[config.mk]
export PLATFORM = sky130hd
export DESIGN_NAME = chunk_restore_remap
export DESIGN_NICKNAME = d
export VERILOG_FILES = /design/src/rtl/chunk_restore_remap.sv
export SDC_FILE = /design/constraint.sdc
export NUM_CORES = 1
export LEC_CHECK = 0
export BUFFER_PORTS_ARGS = -buffer_cell sky130_fd_sc_hd__buf_2
export CORE_AREA = 2 2 160 162
export CTS_CLUSTER_DIAMETER = 80
export DETAILED_ROUTE_END_ITERATION = 6
export DIE_AREA = 0 0 162 164
export PLACE_DENSITY_LB_ADDON = 0.25
export REMOVE_ABC_BUFFERS = 1
export SETUP_SLACK_MARGIN = 0.3
export SYNTH_ARGS = -nofsm -noshare
export SYNTH_HDL_FRONTEND = slang
export SYNTH_SLANG_ARGS = --single-unit
[constraint.sdc]
create_clock -name clk -period 6.9 [get_ports clk]
set_input_delay 1.035 -clock clk [delete_from_list [all_inputs] [get_ports clk]]
set_output_delay 1.035 -clock clk [all_outputs]
set_load 0.02 [all_outputs]
[src/rtl/chunk_restore_remap.sv]
module chunk_restore_remap #(
  parameter int NCHIP  = 4,
  parameter int NCHUNK = 4,
  parameter int TW     = 6,
  parameter int TDEF   = 24
) (
  input  logic                            clk,
  input  logic                            rst_n,
  input  logic                            cfg_time_we,
  input  logic                            cfg_perm_we,
  input  logic [$clog2(NCHIP)-1:0]        cfg_chip,
  input  logic [$clog2(NCHUNK)-1:0]       cfg_chunk,
  input  logic [TW-1:0]                   cfg_time,
  input  logic [NCHUNK*$clog2(NCHUNK)-1:0] cfg_perm,
  output logic                            cfg_err,
  input  logic                            lk_valid,
  input  logic [$clog2(NCHUNK)-1:0]       lk_chunk,
  output logic                            rsp_valid,
  output logic [TW-1:0]                   rsp_time,
  output logic [NCHIP*$clog2(NCHUNK)-1:0] rsp_phys
);
  localparam int CW = $clog2(NCHUNK);

  logic [NCHIP-1:0][NCHUNK-1:0][TW-1:0] tm_q;
  logic [NCHIP-1:0][NCHUNK-1:0][CW-1:0] map_q;
  logic [NCHUNK-1:0][TW-1:0]            eff_q, eff_n;
  logic [NCHUNK-1:0][CW-1:0]            row;
  logic                                 dup, upd_q;

  assign row = cfg_perm;

  always_comb begin
    dup = 1'b0;
    for (int i = 0; i < NCHUNK; i++)
      for (int j = i + 1; j < NCHUNK; j++)
        if (row[i] == row[j]) dup = 1'b1;
  end

  always_comb begin
    for (int l = 0; l < NCHUNK; l++) begin
      eff_n[l] = '0;
      for (int c = 0; c < NCHIP; c++)
        if (tm_q[c][map_q[c][l]] > eff_n[l]) eff_n[l] = tm_q[c][map_q[c][l]];
    end
  end

  always_ff @(posedge clk) begin
    if (!rst_n) begin
      for (int c = 0; c < NCHIP; c++)
        for (int l = 0; l < NCHUNK; l++) begin
          tm_q[c][l]  <= TW'(TDEF);
          map_q[c][l] <= CW'(l);
        end
      for (int l = 0; l < NCHUNK; l++) eff_q[l] <= TW'(TDEF);
      upd_q     <= 1'b0;
      cfg_err   <= 1'b0;
      rsp_valid <= 1'b0;
      rsp_time  <= '0;
      rsp_phys  <= '0;
    end else begin
      if (cfg_time_we) tm_q[cfg_chip][cfg_chunk] <= cfg_time;
      if (cfg_perm_we && !dup) map_q[cfg_chip] <= row;
      cfg_err <= cfg_perm_we && dup;
      upd_q   <= cfg_time_we || (cfg_perm_we && !dup);
      if (upd_q) eff_q <= eff_n;
      rsp_valid <= lk_valid;
      if (lk_valid) begin
        rsp_time <= eff_q[lk_chunk];
        for (int c = 0; c < NCHIP; c++) rsp_phys[c*CW +: CW] <= map_q[c][lk_chunk];
      end
    end
  end
endmodule

Yosys cells after proc, flatten, opt, wreduce, memory -nomap -nowiden
Cells that the tools add are included.
Widths: inputs -> output; s select.

cells by class
  muxes and demuxes = 72
  magnitude comparators = 37
  reductions and logical operators = 6
  eq/ne operators = 6

operators by type and width
  cell                count
  $bmux 6 s2          17
  $mux 6              34
  $bwmux 96           1
  $gt 6x6->1          12
  $lt 2x3->1 const B  19
  $demux 24 s2        1
  $bwmux 32           1
  $gt 6x1->1 const B  4
  $mux 24             1
  $bmux 2 s2          4
  $demux 8 s2         1
  $demux 6 s2         1
  $eq 2x2->1          6
  $mux 2              4
  $mux 8              1
  $mux 1              6
  $ge 2x1->1 const B  2
  $logic_and 1x1->1   4
  $logic_not 1->1     1
  $logic_or 1x1->1    1

word-level totals
  bits of input ports = 25
  register bits after elaboration = 169
  logic and storage cells = 162

Logic depth before layout (Yosys ltp)
  depth after elaboration = 10
  mapped depth = 23
  mapped depth without buffers = 21

Worst setup path after synthesis
Ideal clock, no wire load.

  kind = register -> register
  start point = register map_q[14] (netlist bit)
  end point = register eff_q[19] (netlist bit)
  slack = 1.453 ns
  data required time = 6.842 ns
  data arrival time = 5.388 ns
  stages on the path, launching flop included = 22
  cell sequence = dfxtp_1 buf_2 mux4_2 ha_1 a211oi_1 nor2_1 o31ai_4 mux2i_1 ha_1 a21oi_1 a21boi_0 o32ai_1 clkbuf_1 clkbuf_1 o21ai_0 ha_1 a21oi_1 a21boi_0 o32ai_1 o21ai_0 a21oi_1 o221a_2

on the way
  word-level cells in the longest chain between the ends = 8

RTL lines
  item                              line  RTL
  start: declaration                25    logic [NCHIP-1:0][NCHUNK-1:0][CW-1:0] map_q;
  start signal: indexed assignment  52    map_q[c][l] <= CW'(l);
  start signal: indexed assignment  62    if (cfg_perm_we && !dup) map_q[cfg_chip] <= row;
  $bmux 6 s2 *                      43    if (tm_q[c][map_q[c][l]] > eff_n[l]) eff_n[l] = tm_q[c][map_q[c][l]];
  $mux 6 (implied by the code) *    43
  $gt 6x6->1                        43
  $mux 6 *                          43
  $gt 6x6->1                        43
  $mux 6 *                          43
  $gt 6x6->1                        43
  $mux 6 *                          43
  end signal: assignment            65    if (upd_q) eff_q <= eff_n;
  end: declaration                  26    logic [NCHUNK-1:0][TW-1:0] eff_q, eff_n;

Mark *: on every way between the ends. The rest lies on a longest branch, timed or not. The select of a mux whose other input is x is not followed.
A chain may end at the register's enable or synchronous reset.

Worst setup path after layout
  start point = register map_q[6] (netlist bit)
  end point = register eff_q[23] (netlist bit)

on the way
  word-level cells in the longest chain between the ends = 10

RTL lines
  item                            line
  $bmux 6 s2 *                    43
  $mux 6 (implied by the code) *  43
  $gt 6x1->1                      43
  $mux 6 *                        43
  $gt 6x6->1                      43
  $mux 6 *                        43
  $gt 6x6->1                      43
  $mux 6 *                        43
  $gt 6x6->1                      43
  $mux 6 *                        43

Marked as above.

==> results_dict.tcl <==
set metrics [dict create \
    outcome "finished, final reports clean" \
    max_cap_violations 0 \
    cpMaxStageDelayCell "dfxtp_1" \
    power.density_nw_per_um2 201 \
    setup_viol 0 \
    fin_area_um2 12600 \
    num_rows 58 \
    start_util_pct 47.3 \
    drcViolationCount 0 \
    synth_area_um2 11700 \
    crit_path_start_kind "register" \
    core_um2 24800 \
    end_kind "register" \
    min_period_ns 5.87 \
    p_comb_share_pct 18.4 \
    synth-async-reset-ratio_pct 0 \
    die_y_um 164 \
    crit_fanout 21 \
    numCtsBuffers 17 \
    final_layout_size_suffix_gt1_share_pct 18.7 \
    clock_latency_ns 0.44 \
    required_ns 7.28 \
    synth_edf_count 0 \
    critical_path.cell_chain "mux4_2 -> inv_1 -> ha_1 -> a211oi_1 -> nor2_1 -> o31ai_4 -> mux2i_1 -> ha_1 -> nand3_1 -> a21boi_0 -> o32ai_2 -> buf_4 -> nand2_1 -> o21ai_0 -> ha_1 -> a21oi_1 -> a21boi_0 -> o32ai_2 -> o21ai_0 -> a21oi_1 -> o221a_2" \
    drt_iter0_markers 980 \
    synth_common_cells "dfxtp_1, mux2i_1, mux4_2" \
    cts_setup_buffers 0 \
    p_sw_uw 751 \
    via_per_inst 6.30 \
    fin_nets 1189 \
    worst-path-buf-inv 2 \
    io_pins 41 \
    fin_skew_ns 0.00876 \
    synth_area_per_cell_um2 10.5 \
    clk_path_buf_depth 2 \
    synth_area_leaders "dfxtp_1, mux4_2, mux2i_1" \
    syn_inst 1116 \
    cts_sinks 169 \
    synth-main-ff-cell "dfxtp_1" \
    crit_type "reg2reg" \
    synth-seq-cells 169 \
    slew_violations 0 \
    max_freq_mhz 170 \
    wl_per_cell_um 23.9 \
    final_cells 1435 \
    diodes 0 \
    synth_top_cell_area_share_pct 28.8 \
    routed_wl_um 34200 \
    ys_seq_area_share_pct 28.8 \
    grt_max_degree 111 \
    place_congestion 0.976 \
    clk_pin_slew_ns 0.07 \
    hold_violations 0 \
    ctsRootBufferMaster "clkbuf_16" \
    seqPwrFrac_pct 40.8 \
    path_delay_family "compound AO/OA/AOI/OAI gates" \
    ys_types 62 \
    p_sw_share_pct 29.6 \
    ir_worst_vdd_uv 133 \
    hp-class "reg2reg" \
    slew-limit-headroom_pct 31.2 \
    num_vias 9041 \
    hpwl_um 24700 \
    finalCritPeriodShare_pct 85.0 \
    grt-ovfl-total 0 \
    arrival_ns 6.25 \
    slowest_delay_ns 0.63 \
    die_area_um2 26600 \
    synth_most_common_cell "dfxtp_1" \
    yosysWarnings 0 \
    internal_power_mw 1.79 \
    clkPwrFrac_pct 40.8 \
    port_buffers 40 \
    syn2layout_area_growth_pct 7.53 \
    cts_tree "built" \
    tightest_slew_ns 1.03 \
    yosys.area.top_type "dfxtp_1" \
    p_leak_nw 4.93 \
    grtUsageTotal_pct 26.5 \
    finalSetupTns_ns 0 \
    fillCellCount 2275 \
    final_antenna_net_count 0 \
    worst_path_most_repeated_cell "ha_1" \
    rsz0062_at_grt "false" \
    grt_pass1_wl_um 52800 \
    dieWidth_um 162 \
    htree_levels 4 \
    place_area_um2 12000 \
    grt_pass1_vias 8655 \
    antenna_found_initial 0 \
    drt_first_pass_iters 7 \
    placed_cells 1403 \
]
==> path summary, 6_finish.rpt <==
| kind | slack, ns | cells after the start | start | endpoint |
|---|---|---|---|---|
| hold reg to reg | 0.48 | 1 | eff_q[12] | eff_q[12] |
| setup / recovery | 1.03 | 21 | map_q[6] | eff_q[23] |
| setup reg to reg | 1.03 | 21 | map_q[6] | eff_q[23] |
| hold / removal | 0.48 | 1 | eff_q[12] | eff_q[12] |
==> through the flow <==
step / util, % / total power [mW] / setup slack, ns / hold WS (ns)
detailed placement: 48.3 / 1.51 / 0.836 / 0.469
floorplan: - / 1.36 / 0.908 / 0.445
global route: 50.8 / 2.64 / 0.539 / 0.501
finish: 50.8 / 2.54 / 1.03 / 0.485
global placement: 48.3 / 1.51 / 0.886 / 0.458
CTS: 50.8 / 2.54 / 0.800 / 0.485
==> power by group through the flow <==
stage,clock network [mW],logic (mW),registers [mW]
finish,1.04,0.467,1.04
global route,1.09,0.510,1.04
CTS,1.05,0.457,1.04
detailed placement,0,0.455,1.06
global placement,0,0.448,1.06
floorplan,0,0.304,1.06
==> flip-flops by register name, summed over array words and instances (netlist names) <==
| register | flops |
|---|---|
| map_q | 32 |
| cfg_err | 1 |
| rsp_valid | 1 |
| upd_q | 1 |
| rsp_time | 6 |
| tm_q | 96 |
| eff_q | 24 |
| rsp_phys | 8 |
==> what timing repair did <==
item	4_1_cts	5_1_grt
setup endpoints to repair	0	3
resized for setup	0	1
hold buffers	0	0
==> metal layers <==
layer / vias to the layer above / global-route usage, % / wire (um)
met5: - / 0 / 0
met4: 0 / 12.8 / 1780
met3: 79 / 4.57 / 2430
met2: 415 / 40.3 / 15200
met1: 4438 / 36.6 / 14800
li1: 4109 / - / -
==> logic make-up after synthesis <==
logic type | after synthesis | synth area share (%)
XOR/XNOR | 12 | 0.896
buffers and inverters | 137 | 5.06
AO/OA/AOI/OAI | 162 | 10.0
multiplexers | 264 | 34.3
AND/OR/NAND/NOR | 300 | 13.2
flip-flops | 169 | 28.8
adder cells (fa/ha/maj) | 72 | 7.68
==> placed cells by master, fill, tap and decap left out, types with 4 or more instances in the layout <==
cell type | Yosys | routed
o21ai_0 | 33 | 33
nand2_1 | 95 | 95
a211o_1 | 4 | 4
a21boi_0 | 14 | 14
nor2_1 | 36 | 36
dfxtp_1 | 169 | 169
a21oi_1 | 34 | 34
ha_1 | 72 | 72
o221a_2 | 8 | 8
nand3_1 | 33 | 33
mux2_2 | 4 | 4
inv_1 | 46 | 46
buf_4 | 4 | 8
clkbuf_16 | 0 | 17
nand2b_1 | 13 | 13
inv_6 | 0 | 5
mux2i_1 | 151 | 151
buf_2 | 23 | 39
a31oi_1 | 7 | 7
and4_1 | 5 | 5
mux4_2 | 105 | 105
xor2_1 | 12 | 12
mux4_1 | 4 | 4
a21o_1 | 17 | 17
o22ai_1 | 4 | 4
nor2b_1 | 92 | 92
and3_1 | 6 | 6
nand4_1 | 8 | 8
==> cell type report <==
cell class	instances	area (um2)	area share [%]
clock buffers	20	457	3.62
clock inverters	12	161	1.28
inverters	47	176	1.40
multi-input cells	810	7770	61.6
flip-flops and latches	169	3380	26.8
well taps	330	413	3.27
repair buffers	47	255	2.02
Note: power is estimated with default switching activity, not from simulation.
